[src/rtl/pa_macc_pkg.sv]
package pa_macc_pkg;

  typedef enum logic [1:0] {
    E_ZERO = 2'b00,
    E_FDBK = 2'b01,
    E_CASC = 2'b10,
    E_RSVD = 2'b11
  } esel_e;

  typedef struct packed {
    logic  pasub;
    logic  sub;
    esel_e sel;
    logic  arsh;
    logic  cin;
  } ctrl_t;

  localparam int RomBase = 30000;
  localparam int RomStep = 4096;

  function automatic logic signed [17:0] rom_word(input logic [3:0] k);
    int v;
    v = RomStep * int'(k) - RomBase;
    return 18'(v);
  endfunction

endpackage

[src/rtl/pa_macc_preadd.sv]
module pa_macc_preadd
  import pa_macc_pkg::*;
#(
  parameter int DW      = 18,
  parameter int RAW     = 4,
  parameter bit USE_ROM = 1'b0,
  localparam int PRW    = DW + 1,
  localparam int MW     = DW + PRW
) (
  input  logic                 clk_i,
  input  logic                 rst_ni,
  input  logic signed [DW-1:0] a_i,
  input  logic signed [DW-1:0] b_i,
  input  logic signed [DW-1:0] d_i,
  input  logic [RAW-1:0]       addr_i,
  input  logic                 pasub_q_i,
  output logic signed [DW-1:0] b_q_o,
  output logic signed [MW-1:0] prod_o
);

  logic signed [DW-1:0]  b_q, d_q, mop;
  logic signed [PRW-1:0] b_x, d_x, pre;

  always_ff @(posedge clk_i or negedge rst_ni) begin
    if (!rst_ni) begin
      b_q <= '0;
      d_q <= '0;
    end else begin
      b_q <= b_i;
      d_q <= d_i;
    end
  end

  generate
    if (USE_ROM) begin : g_rom
      logic [RAW-1:0] addr_q;
      logic           unused_a;
      assign unused_a = ^a_i;
      always_ff @(posedge clk_i or negedge rst_ni) begin
        if (!rst_ni) addr_q <= '0;
        else         addr_q <= addr_i;
      end
      assign mop = DW'(rom_word(4'(addr_q)));
    end else begin : g_port
      logic signed [DW-1:0] a_q;
      logic                 unused_addr;
      assign unused_addr = ^addr_i;
      always_ff @(posedge clk_i or negedge rst_ni) begin
        if (!rst_ni) a_q <= '0;
        else         a_q <= a_i;
      end
      assign mop = a_q;
    end
  endgenerate

  assign b_x = b_q;
  assign d_x = d_q;
  assign pre = pasub_q_i ? (b_x - d_x) : (b_x + d_x);

  always_comb begin
    prod_o = mop * pre;
    b_q_o  = b_q;
  end

  // a zero D must leave B through either pre-adder direction
  always_comb begin
    if (d_q == '0) assert_pre_dzero_R3: assert (pre == b_x);
  end

endmodule

[src/rtl/pa_macc_esel.sv]
module pa_macc_esel
  import pa_macc_pkg::*;
#(
  parameter int PW    = 48,
  parameter int SHIFT = 17
) (
  input  esel_e                sel_i,
  input  logic                 arsh_i,
  input  logic signed [PW-1:0] fb_i,
  input  logic signed [PW-1:0] cdin_i,
  output logic signed [PW-1:0] e_o
);

  logic signed [PW-1:0] src;

  always_comb begin
    unique case (sel_i)
      E_FDBK:  src = fb_i;
      E_CASC:  src = cdin_i;
      default: src = '0;
    endcase
    e_o = arsh_i ? (src >>> SHIFT) : src;
  end

  always_comb begin
    if (arsh_i)
      assert_arsh_sign_R6: assert (e_o[PW-1 -: SHIFT+1] == {(SHIFT+1){src[PW-1]}});
    if (sel_i == E_RSVD || sel_i == E_ZERO)
      assert_sel_zero_R5: assert (e_o == '0);
  end

endmodule

[src/rtl/pa_macc_acc.sv]
module pa_macc_acc #(
  parameter int PW  = 48,
  parameter int MW  = 37,
  localparam int SW = PW + 3
) (
  input  logic                 clk_i,
  input  logic                 rst_ni,
  input  logic signed [PW-1:0] e_i,
  input  logic signed [PW-1:0] c_i,
  input  logic                 cin_i,
  input  logic                 sub_i,
  input  logic signed [MW-1:0] prod_i,
  output logic signed [PW-1:0] p_o,
  output logic                 ovfl_o
);

  logic signed [SW-1:0] e_x, c_x, m_x, sum;
  logic                 ovf;

  always_comb begin
    e_x = e_i;
    c_x = c_i;
    m_x = prod_i;
    if (sub_i) m_x = -m_x;
    sum = e_x + c_x + m_x + SW'(cin_i);
    // result fits only if bits above PW-1 replicate the sign
    ovf = (sum[SW-1:PW-1] != '0) && (sum[SW-1:PW-1] != '1);
  end

  always_ff @(posedge clk_i or negedge rst_ni) begin
    if (!rst_ni) begin
      p_o    <= '0;
      ovfl_o <= 1'b0;
    end else begin
      p_o    <= sum[PW-1:0];
      ovfl_o <= ovf;
    end
  end

  assert_zero_sum_R2: assert property (@(posedge clk_i) disable iff (!rst_ni)
    (e_i == '0 && c_i == '0 && !cin_i && prod_i == '0) |=> (p_o == '0 && !ovfl_o));

endmodule

[src/rtl/pa_macc_slice.sv]
module pa_macc_slice
  import pa_macc_pkg::*;
#(
  parameter int DW      = 18,
  parameter int PW      = 48,
  parameter int RAW     = 4,
  parameter int SHIFT   = 17,
  parameter bit USE_ROM = 1'b0,
  localparam int MW     = 2 * DW + 1
) (
  input  logic                 clk_i,
  input  logic                 rst_ni,
  input  logic signed [DW-1:0] a_i,
  input  logic signed [DW-1:0] b_i,
  input  logic signed [DW-1:0] d_i,
  input  logic signed [PW-1:0] c_i,
  input  logic                 cin_i,
  input  logic signed [PW-1:0] cdin_i,
  input  logic [1:0]           esel_i,
  input  logic                 arsh_i,
  input  logic                 pasub_i,
  input  logic                 sub_i,
  input  logic [RAW-1:0]       rom_addr_i,
  output logic signed [PW-1:0] p_o,
  output logic                 ovfl_o,
  output logic signed [PW-1:0] cdout_o,
  output logic signed [DW-1:0] b2_o,
  output logic signed [DW-1:0] bcout_o
);

  ctrl_t                ctrl_q;
  logic signed [PW-1:0] c_q, e_w;
  logic signed [MW-1:0] prod;
  logic                 past_ok;

  always_ff @(posedge clk_i or negedge rst_ni) begin
    if (!rst_ni) begin
      ctrl_q  <= '0;
      c_q     <= '0;
      past_ok <= 1'b0;
    end else begin
      ctrl_q  <= '{pasub: pasub_i, sub: sub_i, sel: esel_e'(esel_i),
                   arsh: arsh_i, cin: cin_i};
      c_q     <= c_i;
      past_ok <= 1'b1;
    end
  end

  pa_macc_preadd #(.DW(DW), .RAW(RAW), .USE_ROM(USE_ROM)) u_pre (
    .clk_i     (clk_i),
    .rst_ni    (rst_ni),
    .a_i       (a_i),
    .b_i       (b_i),
    .d_i       (d_i),
    .addr_i    (rom_addr_i),
    .pasub_q_i (ctrl_q.pasub),
    .b_q_o     (b2_o),
    .prod_o    (prod)
  );

  pa_macc_esel #(.PW(PW), .SHIFT(SHIFT)) u_esel (
    .sel_i  (ctrl_q.sel),
    .arsh_i (ctrl_q.arsh),
    .fb_i   (p_o),
    .cdin_i (cdin_i),
    .e_o    (e_w)
  );

  pa_macc_acc #(.PW(PW), .MW(MW)) u_acc (
    .clk_i  (clk_i),
    .rst_ni (rst_ni),
    .e_i    (e_w),
    .c_i    (c_q),
    .cin_i  (ctrl_q.cin),
    .sub_i  (ctrl_q.sub),
    .prod_i (prod),
    .p_o    (p_o),
    .ovfl_o (ovfl_o)
  );

  assign cdout_o = p_o;
  assign bcout_o = b2_o;

  assert_b2_pipe_R10: assert property (@(posedge clk_i) disable iff (!rst_ni)
    past_ok |-> (b2_o == $past(b_i)));

  assert_fb_hold_R7: assert property (@(posedge clk_i) disable iff (!rst_ni)
    (ctrl_q.sel == E_FDBK && !ctrl_q.arsh && c_q == '0 && !ctrl_q.cin && prod == '0)
    |=> $stable(p_o));

endmodule

[config.mk]
export PLATFORM = sky130hd
export DESIGN_NAME = pa_macc_slice
export DESIGN_NICKNAME = d
export VERILOG_FILES = /design/src/rtl/pa_macc_pkg.sv /design/src/rtl/pa_macc_preadd.sv /design/src/rtl/pa_macc_esel.sv /design/src/rtl/pa_macc_acc.sv /design/src/rtl/pa_macc_slice.sv
export SDC_FILE = /design/constraint.sdc
export NUM_CORES = 1
export LEC_CHECK = 0
export ABC_AREA = 1
export BUFFER_PORTS_ARGS = -buffer_cell sky130_fd_sc_hd__buf_2
export CAP_MARGIN = 20
export CORE_MARGIN = 2
export CORE_UTILIZATION = 60
export CTS_CLUSTER_SIZE = 24
export DETAILED_ROUTE_END_ITERATION = 7
export HOLD_SLACK_MARGIN = 0.1
export PLACE_DENSITY_LB_ADDON = 0.12
export SYNTH_ARGS = -nofsm -noshare
export SYNTH_HDL_FRONTEND = slang
export SYNTH_SLANG_ARGS = --single-unit
[constraint.sdc]
create_clock -name clk_i -period 12.4 [get_ports clk_i]
set_input_delay 1.24 -clock clk_i [delete_from_list [all_inputs] [get_ports clk_i]]
set_output_delay 1.24 -clock clk_i [all_outputs]
set_load 0.01 [all_outputs]
==> run metrics, run 1 <==
status finished, final reports clean; Storage cell area roughly 4000 sq um; commonest non-fill, non-tap cells in the layout inv_1 (744), nand2_1 (678), nor2_1 (378); Mapped Area between 20000 and 30000 sq um; Critical Path Sink Type flip-flop; PortBufs 290; register bit count reported by yosys between 150 and 200; Root Buffer Master clkbuf_16; Clk Latency, worst-skew pair approximately 0.48 ns; Initial Utilization between 60% and 70%; Max Cap Viol 0; Nets 4489; period utilization between 90% and 100%; Filler Cell Count approximately 3900; CP startpoint u_pre.d_q[1]; multi-input logic area a little under 20000 sq um; Final Hold Vio Count 0; drt drc 0; grt ovf 0; area delta synth->final 8.900%; R2R Setup Slk a little over 0.9 ns; Core ar. around 44000 sq um; Post-synth top flop dfrtp_1; largest net degree at the start of global routing between 100 and 150; Synth Instances between 3000 and 4000; CP Buf/Inv Count 10; critical path data required time around 13 ns; final hold slack 0.5671 ns; Ports 295; DIE WIDTH roughly 220 um; hold buffers post-CTS 0; drt total wl between 80000 and 90000 um; Max-Slew Margin vs Limit a little under two fifths; warnings from Yosys 0; vias in the first global route around 24000; post-DR vias/cell approximately 5.5; WS Path Type reg2reg; Max Clk Rate slightly below 0.09 GHz; Hold Path Class reg2reg; worst flop-to-flop path startpoint u_pre.d_q[1]; Tot GR Track Use between 30% and 40%; full die area around 46000 sq um; post-synthesis area per instance roughly 7.5 sq um; cell mode on critical path nand2_1; layout cells sized above 1 between 10% and 20%; Seq/Total Area, Yosys between 10 and 15%; WP data arrival ~12 ns; Worst Clk Skew around 0.012 ns; reg-to-reg endpoint u_acc.ovfl_o; post-synthesis net count approximately 4300; total CTS buffers 17; initial antenna violation count 1; worst reg2reg path depth 54; antenna-violating nets left 0; htree depth 4; WP depth between 50 and 60; FFs w/ async S/R, synth 100.0%; Crit path largest cell delay 0.69 ns; Max Buffers Root-to-Sink 2; Yosys cell types 60; TritonRoute pass-1 iters 7; Die Y 215.4 um; Final setup violation count 0; commonest non-fill, non-tap cell in the layout inv_1; # clock sinks about 160; Wirelength per Cell about 18 um; Final min period 11.47 ns; GPL Wtd Cong just under 1; ant diodes 0; CP Capture Point u_acc.ovfl_o; DR vias about 24000; CP max FO 10; max-slew violation count 0; crit start category flip-flop; number of placement rows 77; HPWL after detailed placement approximately 70000 um; TritonCTS clock tree done; Slowest cell on crit path fa_2; first-pass GRT wire length about 130000 um; DR iter-0 viols 1995; Clk pin slew, worst setup/hold paths 0.08 ns; number of synthesized flops with an enable pin 0; CP top delay family adder cells; Least-Margin Pin Slew ~0.93 ns
-- area by class of cell --
class,count,share of cell area (%)
clock buffer,17,1.457
clock inverter,15,0.5571
inverter,759,9.784
multi-input combinational,2510,66.25
sequential,157,13.46
tap,592,2.537
timing repair buffer,326,5.961
-- through the flow --
step            TNS, ns  setup WS, ns  cells  instance area (sq um)  util [%]
2_1_floorplan         0         2.206   3560                  26810         -
5_1_grt        -0.02076      -0.02076   4376                  29200     66.17
3_5_place_dp          0        0.4128   4341                  28500     64.58
4_1_cts               0        0.3538   4373                  29080     65.91
6_report              0        0.9329   4376                  29200     66.17
3_3_place_gp          0        0.6988   4341                  28500     64.58
-- repair_timing --
| item | CTS | global route |
|---|---|---|
| endpoints found under the setup margin | 0 | 8 |
| setup buffers | 0 | 3 |
| resized for setup | 0 | 15 |
-- registers in the layout (all words and copies together), names as in the netlist --
register and cells:
u_pre.b_q_o 18, u_acc.ovfl_o 1, u_pre.g_port.a_q 18, u_pre.d_q 18, ctrl_q 6, u_acc.p_o 48, c_q 48
-- synthesized netlist by cell type, types with 3 or more instances --
master / count / area share (%)
inv_1: 744 / 10
nand2_1: 678 / 9.5
nor2_1: 379 / 5.3
fa_1: 336 / 25
ha_1: 220 / 10
a21oi_1: 196 / 3.7
dfrtp_1: 157 / 15
o21ai_0: 120 / 2.2
xor2_1: 114 / 3.7
nand3_1: 97 / 1.8
buf_4: 66 / 1.8
clkbuf_1: 63 / 0.88
xnor2_1: 63 / 2.1
a22o_1: 47 / 1.5
nand4_1: 41 / 0.96
o22ai_1: 31 / 0.72
nor3_1: 23 / 0.43
nand2_2: 19 / 0.44
a21o_1: 18 / 0.50
o21bai_1: 15 / 0.42
a31oi_1: 14 / 0.33
or2_2: 13 / 0.30
nor2_2: 10 / 0.23
nand3b_1: 9 / 0.25
inv_2: 8 / 0.11
nor4_1: 8 / 0.19
clkinv_1: 7 / 0.098
o21a_1: 7 / 0.20
o31ai_1: 7 / 0.20
nand3_2: 5 / 0.19
o21ai_1: 5 / 0.093
a211oi_1: 4 / 0.11
a21boi_0: 3 / 0.084
buf_1: 3 / 0.042
-- cells by family after synthesis --
kind of cell               share of synthesized area, %
adders and majority gates                         35.36
buffers and inverters                             13.46
AOI/OAI and AO/OA                                 10.51
xor gates and xnor gates                          5.904
DFF                                               14.65
and+or+nand+nor                                   20.11
-- metal layers --
metal | up-vias | global-route usage, % | part of all wire, %
met4 | 0 | 15.01 | 4.5
met3 | 222 | 5.934 | 7.1
met2 | 1040 | 58.95 | 47
met5 | - | 0 | 0
met1 | 11630 | 45.31 | 41
li1 | 11358 | - | -
-- how the worst min path moves through the flow --
stage	depth (start not counted)	slack (ns)	to	start
6_report	1	0.57	u_acc.p_o[0]	ctrl_q[0]
5_1_grt	1	0.61	u_acc.p_o[0]	ctrl_q[0]
2_1_floorplan	1	0.52	u_acc.p_o[0]	ctrl_q[0]
4_1_cts	1	0.57	u_acc.p_o[0]	ctrl_q[0]
3_3_place_gp	1	0.53	u_acc.p_o[0]	ctrl_q[0]
3_5_place_dp	1	0.54	u_acc.p_o[0]	ctrl_q[0]
Power of run 1 is left out: the tool's default activity adds up to more than one toggle a clock period on the data nets, which glitch-free logic cannot reach.
==> run 2, diff against run 1 <==
--- a/config.mk
+++ b/config.mk
@@ -11,3 +11,3 @@
 export CORE_MARGIN = 2
-export CORE_UTILIZATION = 60
+export CORE_UTILIZATION = 48
 export CTS_CLUSTER_SIZE = 24
==> constraint.sdc (replaced) <==
create_clock -name clk_i -period 12.4 [get_ports clk_i]
set_input_delay 0.62 -clock clk_i [delete_from_list [all_inputs] [get_ports clk_i]]
set_output_delay 0.62 -clock clk_i [all_outputs]
set_load 0.01 [all_outputs]
==> run metrics, run 2 (synthesized netlist as in run 1, its figures left out) <==
vias in the first global route ~24000; TritonCTS clock tree done; Initial Utilization between 40 and 50%; Wirelength per Cell 17.27 um; reg-to-reg endpoint u_acc.ovfl_o; worst flop-to-flop path startpoint u_pre.d_q[1]; Final setup violation count 0; CP max FO 11; Slowest cell on crit path fa_1; grt ovf 0; Root Buffer Master clkbuf_16; Core ar. 55200 sq um; R2R Setup Slk about 0.9 ns; full die area approximately 58000 sq um; Clk Latency, worst-skew pair slightly below 0.5 ns; post-DR vias/cell a little over 5; WS Path Type reg2reg; met1 wire length between 30000 and 40000 um; cell mode on critical path inv_1; Tot GR Track Use between 20% and 30%; uppermost layer routed met4; antenna-violating nets left 0; Critical Path Sink Type flip-flop; registers with the most flip-flops c_q (48), u_acc.p_o (48); met3 routed WL about 4200 um; WP data arrival 11.87 ns; HPWL after detailed placement around 67000 um; Hold Path Class in2async; total CTS buffers 17; layout cells sized above 1 11.84%; Max Cap Viol 0; Worst Clk Skew between 0.02 and 0.025 ns; largest net degree at the start of global routing 89; max-slew violation count 0; hold buffers post-CTS 0; initial antenna violation count 2; drt drc 0; critical path data required time between 10 and 15 ns; worst reg2reg path depth between 50 and 60; number of placement rows 86; Least-Margin Pin Slew ~0.91 ns; DIE WIDTH between 200 and 250 um; Nets around 4500; GPL Wtd Cong roughly 0.90; met2 wire len 36710 um; htree depth 4; area delta synth->final 10.02%; TritonRoute pass-1 iters 5; Clk pin slew, worst setup/hold paths roughly 0.07 ns; Die Y approximately 240 um; commonest non-fill, non-tap cells in the layout inv_1 (742), nand2_1 (677), nor2_1 (378); Crit path largest cell delay 0.62 ns; DR iter-0 viols around 1300; Final Hold Vio Count 0; period utilization slightly above 90%; Fin Setup TNS 0 ns; status finished, final reports clean; Final min period about 11 ns; Max Clk Rate between 0.08 and 0.09 GHz; Ports 295; commonest non-fill, non-tap cell in the layout inv_1; PortBufs 290; Max-Slew Margin vs Limit about two fifths; RSZ-0062 raised after global routing no; drt total wl 78450 um; first-pass GRT wire length 125600 um; DR vias between 20000 and 25000; crit start category flip-flop; # clock sinks ~160; Max Buffers Root-to-Sink 2; Filler Cell Count about 5500
## run 2: repair_timing
item / CTS / global route
gates resized for setup: 0 / 17
setup buffers: 0 / 11
setup endpoints to repair: 0 / 9
## run 2: metrics by stage
stage	cell area, sq um	setup WS (ns)	std cells	utilization (%)	hold WS (ns)
global placement	28710	0.6851	4498	52.01	0.6429
detailed placement	28710	0.6244	4498	52.01	0.6311
global route	29490	0.05514	4541	53.43	0.2216
CTS	29310	0.5537	4530	53.11	0.1993
floorplan	26810	2.206	3560	-	0.3244
finish	29500	0.9066	4542	53.43	0.2019
## run 2: cell type report
class,count,area [sq um],area share [%]
clock buffers,18,429.2,1.455
clock inverters,14,173.9,0.5896
repair buffers,335,1808,6.130
flip-flops and latches,157,3929,13.32
inverters,759,2860,9.697
diodes,1,2.502,0.008484
multi-input cells,2510,19360,65.63
well taps,748,935.9,3.173
## run 2: critical path: cells and delay by family, from the launching register on
kind / cells / cell delay, ns
buffers and inverters: 11 / 1.32
xor gates and xnor gates: 1 / 0.14
DFF: 1 / 0.41
and+or+nand+nor: 23 / 3.19
adders and majority gates: 10 / 4.45
AOI/OAI and AO/OA: 9 / 1.91
## run 2: worst max-delay path by stage
stage / depth (start not counted) / to / slack (ns) / start
3_3_place_gp: 58 / u_acc.ovfl_o / 0.69 / u_pre.d_q[1]
3_5_place_dp: 58 / u_acc.ovfl_o / 0.62 / u_pre.d_q[1]
6_report: 54 / u_acc.ovfl_o / 0.91 / u_pre.d_q[1]
2_1_floorplan: 58 / u_acc.ovfl_o / 2.21 / u_pre.d_q[1]
5_1_grt: 56 / u_acc.ovfl_o / 0.06 / u_pre.d_q[1]
4_1_cts: 58 / u_acc.ovfl_o / 0.55 / u_pre.d_q[1]
## run 2: per-layer routing
metal | global-route usage [%] | vias to the layer above
met5 | 0 | -
met4 | 8.658 | 0
met3 | 3.697 | 135
met2 | 47.95 | 649
met1 | 37.48 | 11170
li1 | - | 11386
Power of run 2 is left out for the same reason.
